## src/rtl/vst_pkg.sv

```systemverilog
package vst_pkg;
   localparam int unsigned LEN_W  = 7;
   localparam int unsigned SUB_W  = 2;
   localparam int unsigned SEL_W  = 2;
   localparam int unsigned N_SEL  = 5;
   localparam int unsigned RSV_W  = 6;
   localparam int unsigned WORD_W = 64;

   // First member is the most significant, matching MSB-first numbering.
   typedef struct packed {
      logic [LEN_W-1:0]            maxvl;
      logic [LEN_W-1:0]            vl;
      logic [LEN_W-1:0]            srcstep;
      logic [LEN_W-1:0]            dststep;
      logic [SUB_W-1:0]            dsub;
      logic [SUB_W-1:0]            ssub;
      logic [0:N_SEL-1][SEL_W-1:0] sel;
      logic [N_SEL-1:0]            en;
      logic [RSV_W-1:0]            rsvd;
      logic                        pack;
      logic                        unpack;
      logic [LEN_W-1:0]            hint;
      logic                        persist;
      logic                        vfirst;
   } vst_t;
endpackage

```

## src/rtl/vst_legal_chk.sv

```systemverilog
module vst_legal_chk
   import vst_pkg::*;
#(
   parameter int unsigned TRAP_LIMIT = 64
) (
   input  vst_t cand_i,
   output logic bad_o
);
   localparam logic [LEN_W-1:0] LIM = LEN_W'(TRAP_LIMIT);

   always_comb begin
      bad_o = (cand_i.srcstep >= LIM) || (cand_i.dststep >= LIM) ||
              (cand_i.vl > LIM)       || (cand_i.maxvl > LIM);
   end
endmodule

```

## src/rtl/vst_setlen.sv

```systemverilog
module vst_setlen
   import vst_pkg::*;
#(
   parameter int unsigned TRAP_LIMIT = 64
) (
   input  vst_t             cur_i,
   input  logic [LEN_W-1:0] mvl_i,
   input  logic [LEN_W-1:0] req_i,
   output vst_t             nxt_o,
   output logic             bad_o
);
   localparam logic [LEN_W-1:0] LIM = LEN_W'(TRAP_LIMIT);

   logic [LEN_W-1:0] new_vl;

   always_comb begin
      bad_o  = (mvl_i > LIM);
      new_vl = (req_i < mvl_i) ? req_i : mvl_i;
      nxt_o       = cur_i;
      nxt_o.maxvl = mvl_i;
      nxt_o.vl    = new_vl;
      if ((new_vl != cur_i.vl) || (mvl_i != cur_i.maxvl))
         nxt_o.persist = 1'b0;
   end
endmodule

```

## src/rtl/vst_stepper.sv

```systemverilog
module vst_stepper
   import vst_pkg::*;
(
   input  vst_t cur_i,
   output vst_t nxt_o
);
   localparam int unsigned N_STEP = 2;

   logic [N_STEP-1:0][LEN_W-1:0] st_cur;
   logic [N_STEP-1:0][LEN_W-1:0] st_nxt;

   assign st_cur[0] = cur_i.srcstep;
   assign st_cur[1] = cur_i.dststep;

   for (genvar g = 0; g < N_STEP; g++) begin : g_step
      logic [LEN_W:0] inc;
      assign inc = {1'b0, st_cur[g]} + 1'b1;
      always_comb begin
         if (cur_i.vl == '0)
            st_nxt[g] = st_cur[g];
         else if (inc >= {1'b0, cur_i.vl})
            st_nxt[g] = '0;
         else
            st_nxt[g] = inc[LEN_W-1:0];
      end
   end

   always_comb begin
      nxt_o         = cur_i;
      nxt_o.srcstep = st_nxt[0];
      nxt_o.dststep = st_nxt[1];
   end
endmodule

```

## src/rtl/vec_state_reg.sv

```systemverilog
module vec_state_reg
   import vst_pkg::*;
#(
   parameter int unsigned TRAP_LIMIT = 64
) (
   input  logic              clk,
   input  logic              rst_n,
   input  logic              wr_en,
   input  logic [WORD_W-1:0] wr_data,
   input  logic              sl_en,
   input  logic [LEN_W-1:0]  sl_mvl,
   input  logic [LEN_W-1:0]  sl_req,
   input  logic              step_adv,
   output logic [WORD_W-1:0] state_o,
   output logic [LEN_W-1:0]  result_o,
   output logic              result_vld_o,
   output logic              trap_o
);
   initial begin
      assert ($bits(vst_t) == WORD_W)
         else $error("context word layout must total %0d bits", WORD_W);
      assert (TRAP_LIMIT < (1 << LEN_W))
         else $error("TRAP_LIMIT must fit a length field");
   end

   vst_t cur, raw_c, raw_n, sl_n, st_n;
   logic raw_bad, sl_bad;

   assign raw_c = vst_t'(wr_data);

   vst_legal_chk #(.TRAP_LIMIT(TRAP_LIMIT)) u_raw_chk (
      .cand_i(raw_c), .bad_o(raw_bad)
   );

   always_comb begin
      raw_n      = raw_c;
      raw_n.rsvd = '0;
      if (raw_c.vl > raw_c.maxvl)
         raw_n.vl = raw_c.maxvl;
   end

   vst_setlen #(.TRAP_LIMIT(TRAP_LIMIT)) u_setlen (
      .cur_i(cur), .mvl_i(sl_mvl), .req_i(sl_req), .nxt_o(sl_n), .bad_o(sl_bad)
   );

   vst_stepper u_stepper (
      .cur_i(cur), .nxt_o(st_n)
   );

   always_ff @(posedge clk) begin
      if (!rst_n) begin
         cur          <= '0;
         trap_o       <= 1'b0;
         result_o     <= '0;
         result_vld_o <= 1'b0;
      end else begin
         trap_o       <= 1'b0;
         result_vld_o <= 1'b0;
         if (wr_en) begin
            if (raw_bad) trap_o <= 1'b1;
            else         cur    <= raw_n;
         end else if (sl_en) begin
            if (sl_bad) begin
               trap_o <= 1'b1;
            end else begin
               cur          <= sl_n;
               result_o     <= sl_n.vl;
               result_vld_o <= 1'b1;
            end
         end else if (step_adv) begin
            cur <= st_n;
         end
      end
   end

   assign state_o = WORD_W'(cur);
endmodule

```

## config.mk

```make
export PLATFORM = sky130hd
export DESIGN_NAME = vec_state_reg
export DESIGN_NICKNAME = d
export VERILOG_FILES = /design/src/rtl/vst_pkg.sv /design/src/rtl/vst_legal_chk.sv /design/src/rtl/vst_setlen.sv /design/src/rtl/vst_stepper.sv /design/src/rtl/vec_state_reg.sv
export SDC_FILE = /design/constraint.sdc
export NUM_CORES = 1
export LEC_CHECK = 0
export ABC_AREA = 1
export BUFFER_PORTS_ARGS = -buffer_cell sky130_fd_sc_hd__buf_2
export CAP_MARGIN = 15
export CORE_UTILIZATION = 46
export DETAILED_ROUTE_END_ITERATION = 16
export PLACE_DENSITY = 0.77
export SLEW_MARGIN = 25
export SYNTH_ARGS = -nofsm -noshare
export SYNTH_HDL_FRONTEND = slang
export SYNTH_SLANG_ARGS = --single-unit
export TNS_END_PERCENT = 1
```

## constraint.sdc

```tcl
create_clock -name clk -period 2.07 [get_ports clk]
set_input_delay 0.207 -clock clk [delete_from_list [all_inputs] [get_ports clk]]
set_output_delay 0.207 -clock clk [all_outputs]
set_load 0.02 [all_outputs]
```

**Word level (Yosys, flattened, before mapping)**

Cells that the tools add are included.

- Register bits after elaboration: 73
- Input bits: 83
- Output and inout bits: 73
- Logic and storage cells: 74

- $add $sub $neg: 2
- Order comparisons: 9
- Eq/ne operators: 6
- Multiplexer cells: 17
- Bitwise gates (word level): 5
- Reductions and logical operators: 14

Operator list:

| operator | count |
|---|---|
| two-way mux 64 bit | 4 |
| two-way mux 50 bit | 1 |
| two-way mux 7 bit | 6 |
| greater-than comparator 7 bit (second input constant) | 3 |
| adder 7 x 1 -> 8 bit (second input constant) | 2 |
| greater-or-equal comparator 8 x 7 -> 1 bit | 2 |
| greater-or-equal comparator 7 bit (second input constant) | 2 |
| != test 7 bit | 2 |
| != test 2 bit (second input constant) | 4 |
| AND reduction 4 bit | 2 |
| greater-than comparator 7 bit | 1 |
| zero test 7 bit | 1 |
| < comparator 7 bit | 1 |
| two-way mux 1 bit | 6 |
| AND reduction 3 bit | 2 |
| nonzero test 2 bit | 3 |
| NOT 1 bit | 5 |
| logical OR 1 bit | 4 |
| OR reduction 3 bit | 1 |
| AND reduction 2 bit | 1 |

**Logic depth before layout (Yosys ltp)**

- Word-level depth: 8
- Gate-level depth with buffers: 18
- Mapped depth without buffers: 18

**Cells and area by module**

A second synthesis with hierarchy kept.

- Cells, all modules: 939
- Area total of the unflattened synthesis: 6137.1 um^2

Modules (own cells, without submodules):

| module | instances | cells an instance | area each (um^2) | sequential area each (um^2) |
|---|---|---|---|---|
| vec_state_reg | 1 | 520 | 3666.0 | 1461.4 |
| vst_stepper | 1 | 227 | 1371.3 | 0.0 |
| vst_setlen | 1 | 180 | 1051.0 | 0.0 |
| vst_legal_chk | 1 | 12 | 48.8 | 0.0 |

**Worst setup path before layout**

Ideal clock, no wire load.

- Path kind: flip-flop to flip-flop
- From: register cur, in the netlist state_o[43]
- To: register cur, in the netlist state_o[44]
- Setup time: 119 ps
- Arrival time: 1923 ps
- Required time: 1951 ps
- Setup slack: 28 ps
- Cell stages (with the launch flop): 13
- Path buffers: 1
- Clock period less this slack: 2042 ps
- Cell sequence: dfxtp_1 ha_1 nand3_1 nor2_1 nand2_1 xor2_1 inv_1 ha_1 nand2_1 or3_1 clkbuf_2 nand3b_1 a21oi_1

- Longest elaborated chain between the ends: 7

Ends and longest elaborated chain:

| element | RTL line | source |
|---|---|---|
| start, declared | vec_state_reg.sv:26 | `vst_t cur, raw_c, raw_n, sl_n, st_n;` |
| start signal, assigned | vec_state_reg.sv:61 | `else cur <= raw_n;` |
| start signal, assigned | vec_state_reg.sv:66 | `cur <= sl_n;` |
| start signal, assigned | vec_state_reg.sv:71 | `cur <= st_n;` |
| adder 7 x 1 -> 8 bit * | vst_stepper.sv:17 | `assign inc = {1'b0, st_cur[g]} + 1'b1;` |
| greater-or-equal comparator 8 x 7 -> 1 bit | vst_stepper.sv:21 | `else if (inc >= {1'b0, cur_i.vl})` |
| two-way mux 7 bit * | vst_stepper.sv:21 |  |
| two-way mux 7 bit * | vst_stepper.sv:19 | `if (cur_i.vl == '0)` |
| two-way mux 50 bit * | vec_state_reg.sv:70 | `end else if (step_adv) begin` |
| two-way mux 64 bit * | vec_state_reg.sv:62 | `end else if (sl_en) begin` |
| two-way mux 64 bit * | vec_state_reg.sv:59 | `if (wr_en) begin` |

Every way passes the cells marked *; elsewhere a longest branch is shown, timed or not. The select of a mux whose other input is x is not followed.
A chain may end at the register's enable or synchronous reset.

**Worst setup path after layout**

- From: register cur, in the netlist state_o[45]
- To: register cur, in the netlist state_o[46]

The elaborated chain is that of the path after synthesis.

==> impl_metrics.py <==
metrics = {
    "run_status": {
        "outcome": "finished with violations",
        "violations": "setup timing",
    },
    "sta": {
        "skew_ns": 0.00756,
        "setup_violations": 2,
        "rsz0062_at_grt": "yes",
        "max_freq_ghz": 0.482,
        "period_share_pct": 100,
        "hold_viol_final": 0,
        "period_needed_ns": 2.07,
        "setup_ws_ns": -0.00423,
        "maxSlewViolCount": 0,
    },
    "synth": {
        "async_flop_share_pct": 0,
        "ys_warn_count": 0,
        "netlist_area_mm2": 0.00453,
        "ys.flop_type": "dfxtp_1",
        "synth_top_area_share_pct": 29.6,
        "yosysUniqueCellTypes": 46,
        "synth_edf_count": 0,
        "yosysMostFrequentCell": "inv_1",
        "synth.avg_cell_area_um2": 7.23,
        "synthCells": 626,
        "synth.top_cells.by_area": "dfxtp_1 (30%), a21oi_1 (8.6%), buf_4 (8.3%)",
        "synth-seq-cells": 67,
        "seq_area_frac_synth_pct": 29.6,
        "ys_top_cells_by_count": "inv_1 (82), a21oi_1 (78), nand2_1 (73)",
        "yosysTopAreaCell": "dfxtp_1",
    },
    "clock_tree": {
        "cts_tree": "built",
        "path_clk_slew_ns": 0.08,
        "cts_buffers": 9,
        "clkLatencyLatePin_ns": 0.34,
        "clk_path_buf_depth": 2,
        "cts_root_buffer": "clkbuf_8",
        "htreeDepth": 3,
        "hold_buffers": 0,
        "clock_sinks": 67,
    },
    "detailed_routing": {
        "drtIter0Drc": 319,
        "dr.pass1.iters": 8,
        "routed_wl_mm": 12.6,
        "drcViolationCount": 0,
        "viasPerCell": 5.21,
        "num_vias": 4589,
        "wl_per_cell_um": 14.3,
        "ant_nets": 0,
    },
    "cells_and_area": {
        "fin_area_mm2": 0.00557,
        "fin_nets": 859,
        "area_delta_synth_final_pct": 23.0,
        "drive_gt1_share_pct": 33.5,
        "n_antenna_cell": 0,
    },
    "setup_path": {
        "regToRegStartpoint": "state_o[45]",
        "start_kind": "register",
        "r2r_setup_slack_ns": -0.004,
        "slowest_delay_ns": 0.38,
        "path_cells": "and3_4 -> nand2_1 -> nor2_2 -> xor2_2 -> ha_1 -> a21oi_1 -> o21ai_1 -> nor2_4 -> nand3_1 -> a21oi_2",
        "arrival_ns": 2.35,
        "crit_path_end_kind": "register",
        "crit_required_ns": 2.34,
        "critPathKind": "reg2reg",
        "r2r_end": "state_o[46]",
        "crit_path_top_delay_cell": "dfxtp_4",
        "worstRegToRegCells": 10,
        "cp.depth": 10,
        "path_max_fanout": 7,
        "path_buf_inv": 0,
        "critPathTopFamily": "simple AND/OR/NAND/NOR gates",
    },
    "hold_path": {
        "whs_endpoint": "state_o[45]",
        "min_from": "wr_data[45]",
        "worstHoldPathCells": 3,
        "hold_class": "in2reg",
    },
    "grt": {
        "grt_pass1_wl_mm": 19.6,
        "grt_max_degree": 60,
        "grtUsageTotal_pct": 24.2,
        "antenna_found_initial": 0,
        "grt_overflow": 0,
        "grt_pass1_vias": 4208,
    },
    "power_and_ir_drop": {
        "power.share.sequential_pct": 39.1,
        "comb_power_share_pct": 26.6,
        "power_density_mw_per_mm2": 645,
        "ir_drop_mv": 0.298,
        "switching_share_pct": 32.2,
        "clkPwrFrac_pct": 34.3,
        "p_int_mw": 2.44,
        "power_mw": 3.59,
        "p_leak_nw": 2.76,
        "switchingPower_mw": 1.15,
    },
    "placement": {
        "dpl-instance-area_mm2": 0.00513,
        "place_ws_ns": -0.103,
        "dpl.hpwl_mm": 9.67,
        "place_congestion": 0.911,
        "port_buffers": 143,
    },
    "job": {
        "maxCapViolations": 0,
    },
    "floorplanning": {
        "rows": 35,
        "fp.dieW_um": 101,
        "fp.dieH_um": 101,
        "initial_core_util_pct": 48.3,
        "dieArea_mm2": 0.0102,
        "ioPinCount": 156,
        "core_area_mm2": 0.00937,
    },
}
-- what timing repair did --
action | in CTS | in global routing
pin swaps | 2 | 14
setup buffers | 0 | 3
gates resized for setup | 9 | 31
setup endpoints to repair | 14 | 14
endpoints found under the hold margin | 0 | 0
-- how the worst max path moves through the flow --
stage | slack [ns] | to | start
detailed placement | -0.10 | state_o[48] | state_o[44]
floorplan | 0.03 | state_o[44] | state_o[43]
CTS | -0.007 | state_o[44] | state_o[44]
finish | -0.004 | state_o[46] | state_o[45]
global route | -0.09 | state_o[43] | state_o[44]
global placement | -0.05 | state_o[44] | state_o[44]
-- cell families after synthesis --
family / count (synthesis) / share of synthesized area, %
AND/OR/NAND/NOR: 181 / 20.6
other: 1 / 0.0828
AO/OA/AOI/OAI: 177 / 20.7
buffers and inverters: 162 / 19.2
flip-flops: 67 / 29.6
XOR/XNOR: 9 / 1.74
adder cells (fa/ha/maj): 29 / 8.02
-- per-stage QoR --
| stage | hold WS [ns] | utilization, % | setup TNS [ns] | instances |
|---|---|---|---|---|
| after floorplan | 0.364 | - | 0 | 631 |
| after global placement | 0.428 | 54.8 | -0.288 | 862 |
| after detailed placement | 0.432 | 54.8 | -0.844 | 862 |
| after CTS | 0.126 | 57.4 | -0.0169 | 878 |
| after global routing | 0.138 | 59.4 | -0.668 | 881 |
| final | 0.138 | 59.4 | -0.00567 | 881 |
-- sequential cells by signal, indices dropped and copies added, names as in the netlist --
signal / flops
result_vld_o: 1
result_o: 7
trap_o: 1
state_o: 58
-- layout make-up --
class | count | area [um2]
flip-flops and latches | 67 | 1360
clock inverters | 6 | 88.8
clock buffers | 10 | 138
fillers | 872 | 3800
repair buffers | 180 | 993
multi-input cells | 402 | 2500
inverters | 87 | 327
well taps | 129 | 161
-- cells in the final DEF, fill, tap and decap left out, types with 3 or more instances in the layout --
| cell | instances |
|---|---|
| nor2_4 | 4 |
| inv_1 | 81 |
| dfxtp_2 | 3 |
| a21oi_2 | 3 |
| a31oi_1 | 8 |
| ha_4 | 6 |
| conb_1 | 6 |
| buf_2 | 143 |
| xor2_1 | 5 |
| ha_1 | 22 |
| buf_4 | 37 |
| o22ai_1 | 4 |
| dfxtp_4 | 4 |
| nand3_1 | 39 |
| dfxtp_1 | 60 |
| o21ai_0 | 70 |
| nand3_2 | 3 |
| nor2_1 | 20 |
| nand3b_1 | 6 |
| nand3b_4 | 3 |
| nand2_2 | 7 |
| nand4_1 | 15 |
| a22oi_1 | 3 |
| clkbuf_8 | 10 |
| nand2_1 | 71 |
| o21ai_1 | 4 |
| a21oi_1 | 76 |
| inv_2 | 6 |
-- power groups by stage --
stage                     combinational (mW)  clock (mW)  sequential [mW]
after floorplan                        0.590           0             1.46
after global placement                 0.865           0             1.43
after detailed placement               0.888           0             1.43
after CTS                              0.898        1.27             1.40
after global routing                    1.05        1.33             1.41
final                                  0.955        1.23             1.40
-- worst register-to-register path, cell delays in order (launching register included) --
cell	delay (ns)
dfxtp_4	0.38
and3_4	0.20
nand2_1	0.07
nor2_2	0.17
xor2_2	0.19
ha_1	0.27
a21oi_1	0.16
o21ai_1	0.14
nor2_4	0.20
nand3_1	0.12
a21oi_2	0.12
-- layer usage --
layer / vias up / wire, um / GRT usage [%] / part of all wire (%)
li1: 2287 / - / - / -
met5: - / 0 / 0 / 0
met1: 2083 / 5400 / 29.9 / 43
met3: 34 / 853 / 3.86 / 6.8
met2: 185 / 5990 / 41.9 / 47
met4: 0 / 380 / 10.4 / 3.0
(Power assumes the default switching activity.)
